===== src/rtl/rxs_pkg.sv =====
package rxs_pkg;
  localparam int DATA_W = 9;
  localparam int NFLAG  = 6;
  localparam int F_RDY  = 0;
  localparam int F_OVR  = 1;
  localparam int F_IDLE = 2;
  localparam int F_NSE  = 3;
  localparam int F_FRM  = 4;
  localparam int F_PAR  = 5;
  typedef enum logic [1:0] {S_WAIT, S_START, S_DATA, S_STOP} rx_state_t;
endpackage


===== src/rtl/rx_bit_engine.sv =====
module rx_bit_engine
  import rxs_pkg::*;
#(
  parameter int OVS = 16
) (
  input  logic              clk,
  input  logic              rst,
  input  logic              tick,
  input  logic              rx_raw,
  input  logic              mode9,
  input  logic              par_en,
  input  logic              par_odd,
  output logic              line_s,
  output logic              busy,
  output logic              done,
  output logic [DATA_W-1:0] word,
  output logic              nf,
  output logic              fe,
  output logic              pf
);
  localparam int PW = $clog2(OVS);
  localparam int BW = $clog2(DATA_W + 1);
  localparam logic [PW-1:0] P_A   = PW'(OVS / 2 - 1);
  localparam logic [PW-1:0] P_B   = PW'(OVS / 2);
  localparam logic [PW-1:0] P_C   = PW'(OVS / 2 + 1);
  localparam logic [PW-1:0] P_END = PW'(OVS - 1);

  logic [1:0]        sy;
  rx_state_t         state;
  logic [PW-1:0]     phase;
  logic [BW-1:0]     bitn;
  logic [BW-1:0]     nb;
  logic [1:0]        smp;
  logic              noise;
  logic              pen_q, podd_q;
  logic [DATA_W-1:0] shreg;
  logic              vote, dis;
  logic [DATA_W-1:0] wv;

  assign line_s = sy[1];
  assign busy   = (state != S_WAIT);
  assign vote   = (smp[1] & smp[0]) | (smp[1] & line_s) | (smp[0] & line_s);
  assign dis    = !((smp[1] == smp[0]) && (smp[0] == line_s));
  assign wv     = (nb == BW'(DATA_W)) ? shreg : (shreg >> 1);

  always_ff @(posedge clk) begin
    if (rst) begin
      sy <= 2'b11;
    end else begin
      sy <= {sy[0], rx_raw};
    end
  end

  always_ff @(posedge clk) begin
    if (rst) begin
      state  <= S_WAIT;
      phase  <= '0;
      bitn   <= '0;
      nb     <= BW'(DATA_W - 1);
      smp    <= 2'b11;
      noise  <= 1'b0;
      pen_q  <= 1'b0;
      podd_q <= 1'b0;
      shreg  <= '0;
      done   <= 1'b0;
      word   <= '0;
      nf     <= 1'b0;
      fe     <= 1'b0;
      pf     <= 1'b0;
    end else begin
      done <= 1'b0;
      if (tick) begin
        if (state == S_WAIT) begin
          if (!line_s) begin
            state  <= S_START;
            phase  <= PW'(1);
            noise  <= 1'b0;
            nb     <= mode9 ? BW'(DATA_W) : BW'(DATA_W - 1);
            pen_q  <= par_en;
            podd_q <= par_odd;
          end
        end else begin
          phase <= (phase == P_END) ? '0 : phase + PW'(1);
          if (phase == P_A || phase == P_B) begin
            smp <= {smp[0], line_s};
          end
          if (phase == P_C) begin
            noise <= noise | dis;
            case (state)
              S_START: if (vote) state <= S_WAIT;
              S_DATA:  shreg <= {vote, shreg[DATA_W-1:1]};
              S_STOP: begin
                done  <= 1'b1;
                word  <= wv;
                nf    <= noise | dis;
                fe    <= !vote;
                pf    <= pen_q && ((^wv) != podd_q);
                state <= S_WAIT;
              end
              default: ;
            endcase
          end
          if (phase == P_END) begin
            if (state == S_START) begin
              state <= S_DATA;
              bitn  <= '0;
            end else if (state == S_DATA) begin
              if (bitn == nb - BW'(1)) state <= S_STOP;
              else bitn <= bitn + BW'(1);
            end
          end
        end
      end
    end
  end

  // a frame of at least ten bits cannot complete on two cycles in a row
  assert_done_single_R1: assert property (@(posedge clk) disable iff (rst)
    done |=> !done);
  // completion is only ever reached from the stop-bit state
  assert_done_from_stop_R3: assert property (@(posedge clk) disable iff (rst)
    done |-> ($past(state) == S_STOP));
endmodule


===== src/rtl/rx_idle_watch.sv =====
module rx_idle_watch
  import rxs_pkg::*;
#(
  parameter int OVS = 16
) (
  input  logic clk,
  input  logic rst,
  input  logic tick,
  input  logic line_s,
  input  logic busy,
  input  logic mode9,
  output logic hit
);
  localparam int T8 = OVS * (DATA_W + 1);
  localparam int T9 = OVS * (DATA_W + 2);
  localparam int CW = $clog2(T9 + 1);

  logic [CW-1:0] cnt;
  logic [CW-1:0] thr;

  assign thr = mode9 ? CW'(T9) : CW'(T8);

  always_ff @(posedge clk) begin
    if (rst) begin
      cnt <= '0;
      hit <= 1'b0;
    end else begin
      hit <= tick && !busy && line_s && (cnt == thr - CW'(1));
      if (busy || !line_s) cnt <= '0;
      else if (tick && cnt < thr) cnt <= cnt + CW'(1);
    end
  end

  // a quiet-line pulse only follows a high, non-receiving line
  assert_hit_quiet_R7: assert property (@(posedge clk) disable iff (rst)
    hit |-> ($past(line_s) && !$past(busy)));
endmodule


===== src/rtl/rx_status_bank.sv =====
module rx_status_bank
  import rxs_pkg::*;
(
  input  logic              clk,
  input  logic              rst,
  input  logic              done,
  input  logic [DATA_W-1:0] word,
  input  logic              nf,
  input  logic              fe,
  input  logic              pf,
  input  logic              hit,
  input  logic              rd_en,
  input  logic              rd_addr,
  input  logic              rie,
  input  logic              iie,
  output logic [7:0]        rd_data,
  output logic              irq
);
  logic [NFLAG-1:0]  flags, mask, clr, nxt;
  logic [DATA_W-1:0] data_q;
  logic              idle_arm;
  logic              st_rd, dl_rd, accept;

  assign st_rd  = rd_en && !rd_addr;
  assign dl_rd  = rd_en && rd_addr;
  assign clr    = dl_rd ? mask : '0;
  assign accept = done && (!flags[F_RDY] || clr[F_RDY]);

  always_comb begin
    nxt = flags & ~clr;
    if (accept) begin
      nxt[F_RDY] = 1'b1;
      nxt[F_NSE] = nxt[F_NSE] | nf;
      nxt[F_FRM] = nxt[F_FRM] | fe;
      nxt[F_PAR] = nxt[F_PAR] | pf;
    end
    if (done && !accept) nxt[F_OVR] = 1'b1;
    if (hit && idle_arm) nxt[F_IDLE] = 1'b1;
  end

  always_ff @(posedge clk) begin
    if (rst) begin
      flags    <= '0;
      mask     <= '0;
      data_q   <= '0;
      idle_arm <= 1'b0;
      rd_data  <= '0;
      irq      <= 1'b0;
    end else begin
      flags <= nxt;
      if (st_rd) mask <= flags;
      else if (dl_rd) mask <= '0;
      if (accept) data_q <= word;
      if (accept) idle_arm <= 1'b1;
      else if (clr[F_IDLE]) idle_arm <= 1'b0;
      if (rd_en) begin
        rd_data <= rd_addr ? data_q[7:0]
                           : {data_q[DATA_W-1], {(7 - NFLAG){1'b0}}, flags};
      end
      irq <= (flags[F_RDY] && rie) || (flags[F_IDLE] && iie);
    end
  end

  // the held character does not move in the cycle overrun rises
  assert_ovr_keeps_data_R6: assert property (@(posedge clk) disable iff (rst)
    $rose(flags[F_OVR]) |-> $stable(data_q));
  // a lone data read changes no flag
  assert_lone_read_R10: assert property (@(posedge clk) disable iff (rst)
    (dl_rd && mask == '0 && !done && !hit) |=> (flags == $past(flags)));
  // a seen data-ready flag is gone after the data read
  assert_seq_clear_R9: assert property (@(posedge clk) disable iff (rst)
    (dl_rd && mask[F_RDY] && !done) |=> !flags[F_RDY]);
  // idle rises only while armed by an accepted character
  assert_idle_armed_R8: assert property (@(posedge clk) disable iff (rst)
    $rose(flags[F_IDLE]) |-> $past(idle_arm));
  // an enabled source raises the request on the next cycle
  assert_irq_follow_R11: assert property (@(posedge clk) disable iff (rst)
    ((flags[F_RDY] && rie) || (flags[F_IDLE] && iie)) |=> irq);
endmodule


===== src/rtl/serial_rx_flags.sv =====
module serial_rx_flags
  import rxs_pkg::*;
#(
  parameter int OVS = 16
) (
  input  logic       clk,
  input  logic       rst,
  input  logic       tick16,
  input  logic       rxd,
  input  logic       mode9,
  input  logic       par_en,
  input  logic       par_odd,
  input  logic       rie,
  input  logic       iie,
  input  logic       rd_en,
  input  logic       rd_addr,
  output logic [7:0] rd_data,
  output logic       irq
);
  logic              line_s, busy, done, nf, fe, pf, hit;
  logic [DATA_W-1:0] word;

  rx_bit_engine #(.OVS(OVS)) u_eng (
    .clk(clk), .rst(rst), .tick(tick16), .rx_raw(rxd), .mode9(mode9),
    .par_en(par_en), .par_odd(par_odd), .line_s(line_s), .busy(busy),
    .done(done), .word(word), .nf(nf), .fe(fe), .pf(pf)
  );

  rx_idle_watch #(.OVS(OVS)) u_idle (
    .clk(clk), .rst(rst), .tick(tick16), .line_s(line_s), .busy(busy),
    .mode9(mode9), .hit(hit)
  );

  rx_status_bank u_stat (
    .clk(clk), .rst(rst), .done(done), .word(word), .nf(nf), .fe(fe),
    .pf(pf), .hit(hit), .rd_en(rd_en), .rd_addr(rd_addr), .rie(rie),
    .iie(iie), .rd_data(rd_data), .irq(irq)
  );

  // nothing is flagged out of reset
  assert_reset_quiet_R12: assert property (@(posedge clk)
    $past(rst) |-> (!irq && rd_data == 8'h00));
endmodule


===== config.mk =====
export PLATFORM = sky130hd
export DESIGN_NAME = serial_rx_flags
export DESIGN_NICKNAME = d
export VERILOG_FILES = /design/src/rtl/rxs_pkg.sv /design/src/rtl/rx_bit_engine.sv /design/src/rtl/rx_idle_watch.sv /design/src/rtl/rx_status_bank.sv /design/src/rtl/serial_rx_flags.sv
export SDC_FILE = /design/constraint.sdc
export NUM_CORES = 1
export LEC_CHECK = 0
export BUFFER_PORTS_ARGS = -buffer_cell sky130_fd_sc_hd__buf_2
export CAP_MARGIN = 10
export CELL_PAD_IN_SITES_DETAIL_PLACEMENT = 0
export CELL_PAD_IN_SITES_GLOBAL_PLACEMENT = 1
export CORE_MARGIN = 4
export CORE_UTILIZATION = 46
export CTS_BUF_LIST = sky130_fd_sc_hd__clkbuf_16
export CTS_CLUSTER_SIZE = 24
export DETAILED_ROUTE_END_ITERATION = 6
export PLACE_DENSITY_LB_ADDON = 0.1
export SYNTH_ARGS = -nofsm -noshare
export SYNTH_HDL_FRONTEND = slang
export SYNTH_SLANG_ARGS = --single-unit

===== constraint.sdc =====
create_clock -name clk -period 2 [get_ports clk]
set_input_delay 0.2 -clock clk [delete_from_list [all_inputs] [get_ports clk]]
set_output_delay 0.2 -clock clk [all_outputs]
set_load 0.03 [all_outputs]

# == Word level (Yosys, flattened, before mapping) ==
# Cells that the tools add are included.
# totals
wordCells,131
out_inout_bits,9
ff_bits,83
in_bits,11
# classes
mux,32
reduce_logical,40
eq_ne,15
n_bitwise,15
n_lt_le_gt_ge,1
n_addsub,5
# ops
operator,n
2-to-1 mux 4 bit,6
2-to-1 mux 6 bit,3
"== test 4 bit, second input constant",4
2-to-1 mux 2 bit,8
logical AND 1 bit,13
2-to-1 mux 1 bit,10
nonzero test 2 bit,5
2-to-1 mux 9 bit,1
AND reduction 3 bit,3
parity 9 bit,1
"adder 4 x 1 -> 4 bit, second input constant",2
"adder 8 x 1 -> 8 bit, second input constant",1
== test 8 bit,1
< comparator 8 bit,1
2-to-1 mux 8 bit,1
AND reduction 4 bit,2
"subtractor 8 x 1 -> 8 bit, second input constant",1
logical NOT 1 bit,7
bitwise AND 6 bit,1
NOT 6 bit,1
OR 1 bit,6
2-to-1 mux 5 bit,1
AND reduction 5 bit,1
"== test 2 bit, second input constant",2
17 further kinds,26

# == Logic depth before layout (Yosys ltp) ==
# depth
depth_word,11
ltp_mapped,8
ltp_nobuf,7

# == Hierarchy ==
# Synthesis repeated with hierarchy kept, for this count alone.
# hier_totals
hier_cells,407
hier_area_um2,3757.4
# modules_own_cells
mod,cells_each,instances,seq_area_each_um2,area_each_um2
rx_bit_engine,216,1,800.8,1949.4
rx_status_bank,139,1,620.6,1326.3
rx_idle_watch,52,1,180.2,481.7

# == Least setup slack after synthesis ==
# No wires, ideal clock.
# synth_timing
path_type,reg2reg
start,register u_eng.state[0]
end,register u_eng.state[0]
stages_incl_launch_ff,9
path_slack_ns,0.324
t_arrival_ns,1.538
synth_period_minus_slack_ns,1.676
cell_sequence,dfxtp_1 > inv_1 > ha_1 > and2b_4 > and2_1 > buf_4 > inv_1 > o2111ai_1 > a41oi_1
# synth_between
elab_chain_len,8
elab_cells_between_ends,14
cone_classes,eq/ne: 4; mux: 8; reduce/logical: 2
# synth_rtl
element,line,rtl
"start, declared",rx_bit_engine.sv:29,rx_state_t state;
"start signal, assigned",rx_bit_engine.sv:56,state <= S_WAIT;
"start signal, assigned",rx_bit_engine.sv:75,state <= S_START;
"start signal, assigned",rx_bit_engine.sv:90,S_START: if (vote) state <= S_WAIT;
"== test 2 bit, or another cell as far along",rx_bit_engine.sv:89,case (state)
case mux 2 bit (2 select lines),rx_bit_engine.sv:89,
2-to-1 mux 2 bit,rx_bit_engine.sv:87,if (phase == P_C) begin
2-to-1 mux 2 bit,rx_bit_engine.sv:108,if (bitn == nb - BW'(1)) state <= S_STOP;
2-to-1 mux 2 bit,rx_bit_engine.sv:107,end else if (state == S_DATA) begin
2-to-1 mux 2 bit,rx_bit_engine.sv:104,if (state == S_START) begin
2-to-1 mux 2 bit,rx_bit_engine.sv:103,if (phase == P_END) begin
2-to-1 mux 2 bit,rx_bit_engine.sv:73,if (state == S_WAIT) begin
# Parallel ways exist; a longest one is shown, timed or not.
# A chain may end at the register's enable or synchronous reset.

# == Final worst setup path ==
# layout_timing
start,register u_eng.state[1]
end,register u_eng.shreg[0]
# layout_between
elab_chain_len,3
elab_cells_between_ends,4
cone_classes,eq/ne: 1; bitwise: 1; reduce/logical: 2
# layout_rtl
element,line,rtl
logical NOT 2 bit,rx_bit_engine.sv:73,
NOT 1 bit (no line),n/a,
AND reduction 4 bit (no line) *,n/a,
"end signal, assigned",rx_bit_engine.sv:91,"S_DATA: shreg <= {vote, shreg[DATA_W-1:1]};"
"end, declared",rx_bit_engine.sv:36,logic [DATA_W-1:0] shreg;
# Mark *: on every way between the ends. The rest lies on a longest branch, timed or not.

==> results.yml <==
status:
  outcome: "finished clean"
setup_path:
  worst_path_dominant_cell_family: "simple AND/OR/NAND/NOR gates"
  cpMostUsedCell: "buf_4"
  max_stage_delay_ns: 0.39
  ff2ff_path_depth: 8
  cp_num_cells: 8
  critPathBufInv: 3
  worst-path-max-fanout: 8
  path_class: "reg -> reg"
  critPathLaunchType: "register"
  crit_slowest_cell: "dfxtp_1"
  worstPathArrival_ns: 2.09
  worstPathRequired_ns: 2.27
  cp-end-kind: "register"
  crit_chain: "inv_1 > ha_1 > and2b_4 > and2_1 > buf_4 > buf_4 > nand3_1 > a21oi_1"
placed_design:
  port_buffers: 19
  dp_hpwl_um: 5010
  placed_area_um2: 3750
  gp_congestion: 0.886
clock_tree:
  cts_buffers: 9
  clkLatencyLatePin_ns: 0.33
  cts-hold-fix-buffers: 0
  cts-htree-levels: 3
  postCtsSetupBuffers: 0
  clkTransAtPathRegs_ns: 0.06
  clock-root-buffer: "clkbuf_16"
  cts.repair.resized: 0
  max-clock-path-buffers: 2
  cts_sinks: 80
  cts_tree: "built"
synthesis:
  ys_warn_count: 0
  synth_compound_area_frac: 0.152
  ys_async_sr_fraction: 0
  avgSynthCellArea_um2: 8.76
  synth_seq_cells: 80
  synthesis.area_um2: 3550
  synthCells: 405
  synthAdderAreaFrac: 0.0423
  yosysSeqAreaShare: 0.451
  synth-simple-area-share: 0.232
  synth_xor_area_frac: 0.0409
  muxShareOfSynthArea: 0.0455
  syn-num-nets: 428
  synth_edf_count: 0
  synth_top_family_by_area: "simple AND/OR/NAND/NOR gates"
  synth-main-ff-cell: "dfxtp_1"
  ys_types: 53
cells_and_area:
  post-route-cell-area_um2: 4040
  final_nets: 448
  drive_gt1_frac: 0.138
  antennaDiodeCount: 0
  area_delta_synth_final_pct: 13.8
  multiInputGateArea_um2: 1820
  final_cell_mix: "dfxtp_1, nand2_1, nor2_1"
  seq_area_um2: 1600
  layout_commonest_cell: "dfxtp_1"
  fillCellCount: 718
timing:
  rsz0062_at_grt: "no"
  clock_skew_ns: 0.00495
  finalCritPeriodShare: 0.914
  fin_hold_ws_ns: 0.0482
  fin_setup_tns_ns: 0
  fmax_mhz: 547
  tightest_slew_ns: 0.507
  layout_min_cycle_time_ns: 1.83
  hold_viol: 0
  slew_violations: 0
  slew_headroom: 0.660
  setup_viol: 0
detailed_routing:
  viasPerCell: 5.34
  drc_errors: 0
  num_vias: 2819
  wl_met1_um: 3380
  wirelength_um: 7090
  highest_layer: "met4"
  drtIter0Drc: 77
  first_pass_iters: 4
  antenna_left: 0
  route.met3.wl_um: 245
  wl_per_cell_um: 13.4
  routed-wl-met2_um: 3340
power:
  ir_drop_uv: 486
  power.density_nw_per_um2: 835
  p_leak_uw: 0.00145
global_routing:
  grt_pass1_wl_um: 12700
  grt_usage: 0.177
  grt_pass1_vias: 2739
  antenna_found_initial: 0
  overflow: 0
  grt_max_degree: 47
die:
  die_area_um2: 9180
  initial_utilization: 0.481
  coreArea_um2: 7370
  die_w_um: 95.8
  io_pins: 20
  chipHeight_um: 95.8
  rows: 31
min_path:
  hp-class: "in -> reg"
  worstHoldPathCells: 2
run:
  maxCapViolations: 0
## cell families (layout without fill, tap and decap cells)
| logic type | Yosys count | in the layout |
|---|---|---|
| AND/OR/NAND/NOR | 171 | 171 |
| XOR/XNOR | 15 | 15 |
| multiplexers | 16 | 16 |
| AO/OA/AOI/OAI | 82 | 82 |
| adder cells (fa/ha/maj) | 12 | 12 |
| flip-flops | 80 | 80 |
| buffers and inverters | 29 | 53 |
## sequential cells by signal, summed over array words and instances, names as in the netlist, 4 cells and up
name,flops
u_eng.bitn,4
u_eng.phase,4
u_eng.shreg,9
u_eng.word,9
u_idle.cnt,8
u_stat.data_q,9
u_stat.flags,6
u_stat.mask,6
u_stat.rd_data,8
## routing by layer
layer / up-vias / global-route usage
met1: 1327 / 0.228
li1: 1447 / -
met2: 35 / 0.284
met4: 0 / 0.0664
met5: - / 0
met3: 10 / 0.0461
## where the power goes
group	switching, uW	total, uW	internal, uW
clock	634	1590	954
sequential	14.7	1630	1610
combinational	100	156	55.3
total	749	3370	2620
## final cells by class
cell class / instances / area share
tap: 99 / 0.0307
clock inverter: 6 / 0.0149
clock buffer: 9 / 0.0558
multi-input combinational: 296 / 0.450
sequential: 80 / 0.397
inverter: 8 / 0.00744
timing repair buffer: 30 / 0.0440
## stage by stage
step | cells | utilization | setup WS, ns | total power (uW)
floorplan | 405 | - | 0.324 | 1770
global placement | 513 | 0.509 | 0.268 | 1820
detailed placement | 513 | 0.509 | 0.209 | 1820
CTS | 528 | 0.548 | 0.171 | 3410
global route | 528 | 0.548 | 0.0356 | 3520
finish | 528 | 0.548 | 0.172 | 3370
## cell usage after synthesis, types with 2 or more instances
| master | instances | share of area |
|---|---|---|
| a211o_1 | 2 | 0.0049 |
| a211oi_1 | 15 | 0.032 |
| a21oi_1 | 41 | 0.058 |
| a22oi_1 | 7 | 0.015 |
| a2bb2oi_1 | 2 | 0.0049 |
| a41oi_1 | 2 | 0.0049 |
| and2_1 | 5 | 0.0088 |
| and3_1 | 2 | 0.0035 |
| buf_1 | 5 | 0.0053 |
| buf_2 | 4 | 0.0056 |
| buf_4 | 2 | 0.0042 |
| clkbuf_1 | 9 | 0.0095 |
| dfxtp_1 | 80 | 0.45 |
| ha_1 | 12 | 0.042 |
| inv_1 | 8 | 0.0085 |
| mux2i_1 | 15 | 0.042 |
| nand2_1 | 56 | 0.059 |
| nand2b_1 | 3 | 0.0053 |
| nand3_1 | 22 | 0.031 |
| nand3b_1 | 2 | 0.0042 |
| nand4_1 | 4 | 0.0071 |
| nor2_1 | 47 | 0.050 |
| nor2b_1 | 10 | 0.018 |
| nor3_1 | 4 | 0.0056 |
| o21ai_0 | 3 | 0.0042 |
| or2_2 | 4 | 0.0071 |
| xnor2_1 | 7 | 0.017 |
| xor2_1 | 7 | 0.017 |
## final timing paths
path,start,end,slack [ns]
max,u_eng.state[1]$_SDFFE_PP0P_,u_eng.shreg[0]$_SDFFE_PP0P_,0.17
min,rxd,u_eng.sy[0]$_SDFF_PP1_,0.05
max reg2reg,u_eng.state[1]$_SDFFE_PP0P_,u_eng.shreg[0]$_SDFFE_PP0P_,0.17
min reg2reg,u_eng.sy[0]$_SDFF_PP1_,u_eng.sy[1]$_SDFF_PP1_,0.41
Note: power is estimated with default switching activity, not from simulation.
